`src/rtl/jtg_pkg.sv`:
```
package jtg_pkg;

  typedef enum logic [1:0] {
    MODE_STEP = 2'b00,
    MODE_REL  = 2'b01,
    MODE_PTR  = 2'b10,
    MODE_XPTR = 2'b11
  } jtg_mode_t;

  // Strobes from control to datapath
  typedef struct packed {
    logic takeRel;
    logic takePtr;
    logic takeXptr;
    logic loadPc;
  } jtg_strobe_t;

endpackage

```
`src/rtl/jtg_ctrl.sv`:
```
module jtg_ctrl
  import jtg_pkg::*;
(
  input  logic [1:0]  mode,
  input  logic        advance,
  output jtg_strobe_t strobe
);

  jtg_mode_t modeSel;

  assign modeSel = jtg_mode_t'(mode);

  always_comb begin
    strobe = '0;
    strobe.loadPc = advance;
    unique case (modeSel)
      MODE_REL:  strobe.takeRel  = 1'b1;
      MODE_PTR:  strobe.takePtr  = 1'b1;
      MODE_XPTR: strobe.takeXptr = 1'b1;
      default:   ;
    endcase
  end

endmodule

```
`src/rtl/jtg_datapath.sv`:
```
module jtg_datapath
  import jtg_pkg::*;
#(
  parameter int PC_W  = 22,
  parameter int OFS_W = 12,
  parameter int PTR_W = 16,
  localparam int EXT_W = PC_W - PTR_W
) (
  input  logic              clk,
  input  logic              rst,
  input  jtg_strobe_t       strobe,
  input  logic [OFS_W-1:0]  offset,
  input  logic [PTR_W-1:0]  zPtr,
  input  logic [EXT_W-1:0]  extReg,
  output logic [PC_W-1:0]   pc,
  output logic [PC_W-1:0]   nextPc
);

  logic [PC_W-1:0] pcReg;
  logic [PC_W-1:0] stepPc;
  logic [PC_W-1:0] relPc;
  logic [PC_W-1:0] ptrPc;
  logic [PC_W-1:0] xptrPc;
  logic [PC_W-1:0] offsetWide;

  // Sign extension; generate picks the form by width relation
  generate
    if (PC_W > OFS_W) begin : g_sext
      assign offsetWide = {{(PC_W-OFS_W){offset[OFS_W-1]}}, offset};
    end else begin : g_trunc
      assign offsetWide = offset[PC_W-1:0];
    end
  endgenerate

  assign stepPc = pcReg + PC_W'(1);
  assign relPc  = stepPc + offsetWide;
  assign ptrPc  = {{EXT_W{1'b0}}, zPtr};
  assign xptrPc = {extReg, zPtr};

  always_comb begin
    if (strobe.takeXptr)     nextPc = xptrPc;
    else if (strobe.takePtr) nextPc = ptrPc;
    else if (strobe.takeRel) nextPc = relPc;
    else                     nextPc = stepPc;
  end

  always_ff @(posedge clk) begin
    if (rst)                pcReg <= '0;
    else if (strobe.loadPc) pcReg <= nextPc;
  end

  assign pc = pcReg;

endmodule

```
`src/rtl/jump_target_gen.sv`:
```
module jump_target_gen
  import jtg_pkg::*;
#(
  parameter int PC_W  = 22,
  parameter int OFS_W = 12,
  parameter int PTR_W = 16,
  localparam int EXT_W = PC_W - PTR_W
) (
  input  logic              clk,
  input  logic              rst,
  input  logic              advance,
  input  logic [1:0]        mode,
  input  logic [OFS_W-1:0]  offset,
  input  logic [PTR_W-1:0]  zPtr,
  input  logic [EXT_W-1:0]  extReg,
  output logic [PC_W-1:0]   pc,
  output logic [PC_W-1:0]   nextPc
);

  jtg_strobe_t strobe;

  jtg_ctrl u_ctrl (
    .mode    (mode),
    .advance (advance),
    .strobe  (strobe)
  );

  jtg_datapath #(
    .PC_W  (PC_W),
    .OFS_W (OFS_W),
    .PTR_W (PTR_W)
  ) u_dp (
    .clk    (clk),
    .rst    (rst),
    .strobe (strobe),
    .offset (offset),
    .zPtr   (zPtr),
    .extReg (extReg),
    .pc     (pc),
    .nextPc (nextPc)
  );

endmodule

```
`config.mk`:
```
export PLATFORM = sky130hd
export DESIGN_NAME = jump_target_gen
export DESIGN_NICKNAME = d
export VERILOG_FILES = /design/src/rtl/jtg_pkg.sv /design/src/rtl/jtg_ctrl.sv /design/src/rtl/jtg_datapath.sv /design/src/rtl/jump_target_gen.sv
export SDC_FILE = /design/constraint.sdc
export NUM_CORES = 1
export LEC_CHECK = 0
export ABC_AREA = 1
export CORE_MARGIN = 1
export CORE_UTILIZATION = 45
export DETAILED_ROUTE_END_ITERATION = 8
export GPL_TIMING_DRIVEN = 0
export PLACE_DENSITY_LB_ADDON = 0.08
export SYNTH_ARGS = -nofsm -noshare
export SYNTH_HDL_FRONTEND = slang
export SYNTH_HIERARCHICAL = 1
export SYNTH_SLANG_ARGS = --single-unit
```
`constraint.sdc`:
```
create_clock -name clk -period 6.65 [get_ports clk]
set_clock_uncertainty 0.1 [all_clocks]
set_input_delay 0.9975 -clock clk [delete_from_list [all_inputs] [get_ports clk]]
set_output_delay 0.9975 -clock clk [all_outputs]
set_load 0.05 [all_outputs]
```
# Yosys cells after proc, flatten, opt, wreduce, memory -nomap -nowiden
# Index checks and enable logic that the tools add are counted.
# totals
ff_bits	22
input_bits	39
out_inout_bits	44
word_cells	12
# classes
n_addsub	2
eq_ne	3
muxes	6
# op_table
operator	count
22-bit 2-to-1 mux	3
22-bit by 1-bit adder with 22-bit output (second input constant)	1
22-bit adder	1
2-bit == test (second input constant)	2
1-bit 2-to-1 mux	3
2-bit by 1-bit == test with 1-bit output (second input constant)	1

# Longest topological paths before layout
# depth
depth_word	5
mapped_depth	21
mapped_depth_nobuf	21

# By module
# Netlist, hierarchy kept.
# by_module_without_submodules
module	instances	cells_each	area_per_inst_um2	seq_area_each_um2
jtg_datapath	1	595	3320.7	440.4
jtg_ctrl	1	7	30.0	0.0

# Worst setup path after synthesis
# Ideal clock, no wire load.
# synth_path
kind	register to output
startpoint	reg u_dp.pcReg[0] (netlist: u_dp/pc[0])
endpoint	out nextPc[8]
t_arrival_ns	3.388
t_required_ns	5.552
path_slack_ns	2.165
stages_incl_launch_ff	13
n_path_buf	0
cell_sequence	dfxtp_1 > ha_1 > nand2_1 > nor2_2 > xor2_1 > ha_1 > nand2_1 > nor2_1 > nand2_1 > nand3_1 > xor2_1 > nor2_1 > o21ai_0
# synth_via
elab_chain_cells	5
# synth_lines
element	line	text
from (decl)	jtg_datapath.sv:19	logic [PC_W-1:0] pcReg;
from (signal assigned)	jtg_datapath.sv:49	else if (strobe.loadPc) pcReg <= nextPc;
22-bit by 1-bit adder with 22-bit output *	jtg_datapath.sv:35	assign stepPc = pcReg + PC_W'(1);
22-bit adder	jtg_datapath.sv:36	assign relPc = stepPc + offsetWide;
22-bit 2-to-1 mux *	jtg_datapath.sv:43	else if (strobe.takeRel) nextPc = relPc;
22-bit 2-to-1 mux *	jtg_datapath.sv:42	else if (strobe.takePtr) nextPc = ptrPc;
22-bit 2-to-1 mux *	jtg_datapath.sv:41	if (strobe.takeXptr) nextPc = xptrPc;
to (decl)	jump_target_gen.sv:17	output logic [PC_W-1:0] nextPc
# Every way passes the cells marked *; elsewhere a longest branch is shown, timed or not.

# Final worst setup path
# layout_path
startpoint	in offset[11]
endpoint	out nextPc[18]
# layout_via
elab_chain_cells	4
# layout_lines
element	line	text
from (decl)	jump_target_gen.sv:13	input logic [OFS_W-1:0] offset,
22-bit adder	jtg_datapath.sv:36	
22-bit 2-to-1 mux	jtg_datapath.sv:43	
22-bit 2-to-1 mux	jtg_datapath.sv:42	
22-bit 2-to-1 mux	jtg_datapath.sv:41	
# Every way passes these cells.

==> reports/metrics.cfg <==
[die]
core_sq_um=7210
start_util_pct=46.4
die_y_um=88.3
die_width_um=88.3
num_rows=31
io_pins=83
dieArea_sq_um=7800

[clocking]
cts_num_sinks=22
cts_root_buf=clkbuf_8
htree_levels=1
post-cts-setup-buffer-count=0
cts_tree=built
clk_pin_slew_ps=70
numCtsBuffers=3
insertion_delay_ps=260
cts_resized=0
clockBufferDepth=2
ctsHoldBuffers=0

[pwr]
pwr-share-comb_pct=63.5
p_int_mw=0.326
p_seq_share_pct=24.3
powerDensity_nw_per_um2=152
clkPwrFrac_pct=12.2
switchingPower_mw=0.333
p_sw_share_pct=50.5
peakVddDrop_uv=153
power.leakage_nw=2.27

[sta]
fmax_mhz=182
slew_headroom_pct=54.8
finalSetupViolCount=0
hold_viol=0
finalCritPeriodShare_pct=82.8
layout_min_cycle_time_ps=5500
worst_pin_slew_ps=676
tns_ps=0
slew_viol_final=0
rsz0062_at_grt=no

[yosys]
synth_common_cells=174 x nand2_1, 85 x inv_1, 75 x nor2_1
yosys.cell_types.count=34
yosys.area.top_type_share_pct=19.5
synth_edf_count=0
syn_inst=602
ys.warnings.count=6
syn-cell-area_sq_um=3350
synth_area_leaders=nand2_1 19%, dfxtp_1 13%, ha_1 10%
synthArstFlopShare_pct=0
ys_seq_elements=22
synth_nets=670
synth_flop_cell=dfxtp_1
syn-mean-instance-area_sq_um=5.57
synth_most_common_cell=nand2_1
synth_top_area_cell=nand2_1
ys_seq_area_share_pct=13.1

[setup_path]
cp_data_arrival_time_ps=4410
setup.worst_path.class=in -> out
reg2reg_from=u_dp/pc[0]$_SDFFE_PP0P_
cpMostUsedCell=nand2_1
worstPathRequired_ps=5550
cp-end-kind=primary output
cp_cell_sequence=clkdlybuf4s50_1 -> ha_1 -> nand2_1 -> inv_1 -> nand2_1 -> nor3_1 -> nand3_1 -> nand3_1 -> nand2_1 -> nand3_1 -> nand2_1 -> nand2_1 -> clkdlybuf4s50_1
cp-startpoint=offset[11]
max_stage_delay_ps=810
cp_max_fo=16
ff2ff_path_depth=17
start_kind=input port
cp_slowest_cell=clkdlybuf4s50_1

[final_layout]
largest_reg_flops=22
final_cell_area_sq_um=4330
drive_gt1_share_pct=3.06
area_growth_pct=29.1
antenna_cells=0
final_nets=756
post-route-util_pct=60.0

[job]
cap_violations=0

[global_route]
grt_max_degree=17
grt_pass1_vias=3762
grt_util_all_layers_pct=31.1
grt_antenna_before_repair=0
grt_pass1_wl_mm=18.5
grt-ovfl-total=0

[routing]
first_pass_iters=5
wirelength_mm=11.6
num_vias=4091
final_antenna_net_count=0
viasPerCell=5.21
drt_iter0_drc=231
drc_errors=0
wire_per_inst_um=14.8

[place]
placed_area_sq_um=4290
gp_congestion=0.959
post-dp-hpwl_mm=9.79
io_buffer_count=81

[hold_path]
hold_class=reg -> reg
hp-start=u_dp/pc[21]$_SDFFE_PP0P_
min_path_cells=4

[run_status]
status=complete, no violations

critical path: cells and delay by family:
kind / cells / cell delay (ps)
adders and majority gates: 1 / 590
buffers and inverters: 3 / 1670
and+or+nand+nor: 9 / 1140
layout by cell type (no fill, tap or decap), types with 2 or more instances in the layout:
cell | netlist | final
nand2_1 | 174 | 174
inv_1 | 85 | 85
clkdlybuf4s50_1 | 0 | 81
nor2_1 | 75 | 75
nand3_1 | 50 | 50
a21oi_1 | 37 | 37
ha_1 | 28 | 28
o21ai_0 | 27 | 27
xor2_1 | 23 | 23
dfxtp_1 | 22 | 22
nand4_1 | 14 | 14
o21ai_1 | 13 | 13
clkbuf_1 | 10 | 10
o21bai_1 | 5 | 5
a21o_1 | 5 | 5
buf_2 | 4 | 4
nor3_1 | 4 | 4
clkbuf_8 | 0 | 3
nor2_2 | 3 | 3
nor3_4 | 3 | 3
nand2_2 | 3 | 3
nand3b_1 | 2 | 2
or2_1 | 2 | 2
power groups by stage:
| stage | logic (mW) | clock network (mW) | registers, mW |
|---|---|---|---|
| after floorplan | 0.243 | 0 | 0.196 |
| after global placement | 0.409 | 0 | 0.163 |
| after detailed placement | 0.413 | 0 | 0.163 |
| after CTS | 0.415 | 0.0833 | 0.160 |
| after global routing | 0.455 | 0.0881 | 0.162 |
| final | 0.419 | 0.0804 | 0.160 |
cells by family (layout without fill, tap and decap cells):
| logic type | Yosys count | after routing | synth area share [%] |
|---|---|---|---|
| simple gates | 337 | 337 | 43.7 |
| xor+xnor | 23 | 23 | 6.01 |
| buf+inv | 101 | 185 | 11.6 |
| fa+ha+maj | 29 | 29 | 11.1 |
| compound gates | 90 | 90 | 14.6 |
| flops | 22 | 22 | 13.1 |
area by class of cell:
class                           count  area, sq um
Fill cell                         754         2890
Multi-Input combinational cell    479         2520
Timing Repair Buffer               81          811
Sequential cell                    22          440
Inverter                           86          323
Tap cell                           99          124
Buffer                             15         65.1
Clock buffer                        3         41.3
final timing paths:
path                                            endpoint  slack [ps]
worst max-delay path                          nextPc[18]        1150
worst min register to register  u_dp/pc[21]$_SDFFE_PP0P_         500
worst min-delay path            u_dp/pc[21]$_SDFFE_PP0P_         500
worst max register to register  u_dp/pc[18]$_SDFFE_PP0P_        3220
per-layer routing:
layer	global-route usage, %	share of wire (%)	vias to the layer above
met5	0	0	-
met2	52.2	46	119
met3	2.71	4.5	22
met1	41.8	47	1849
li1	-	-	2101
met4	11.0	2.6	0
per-stage QoR:
stage               std cells  setup slack, ps  hold slack, ps  total power, mW
floorplan                 602             2160             689            0.439
CTS                       785             1250             512            0.658
finish                    785             1150             503            0.659
global placement          782             1270             505            0.572
detailed placement        782             1250             501            0.576
global route              785             1010             563            0.706
(Power assumes the default switching activity.)
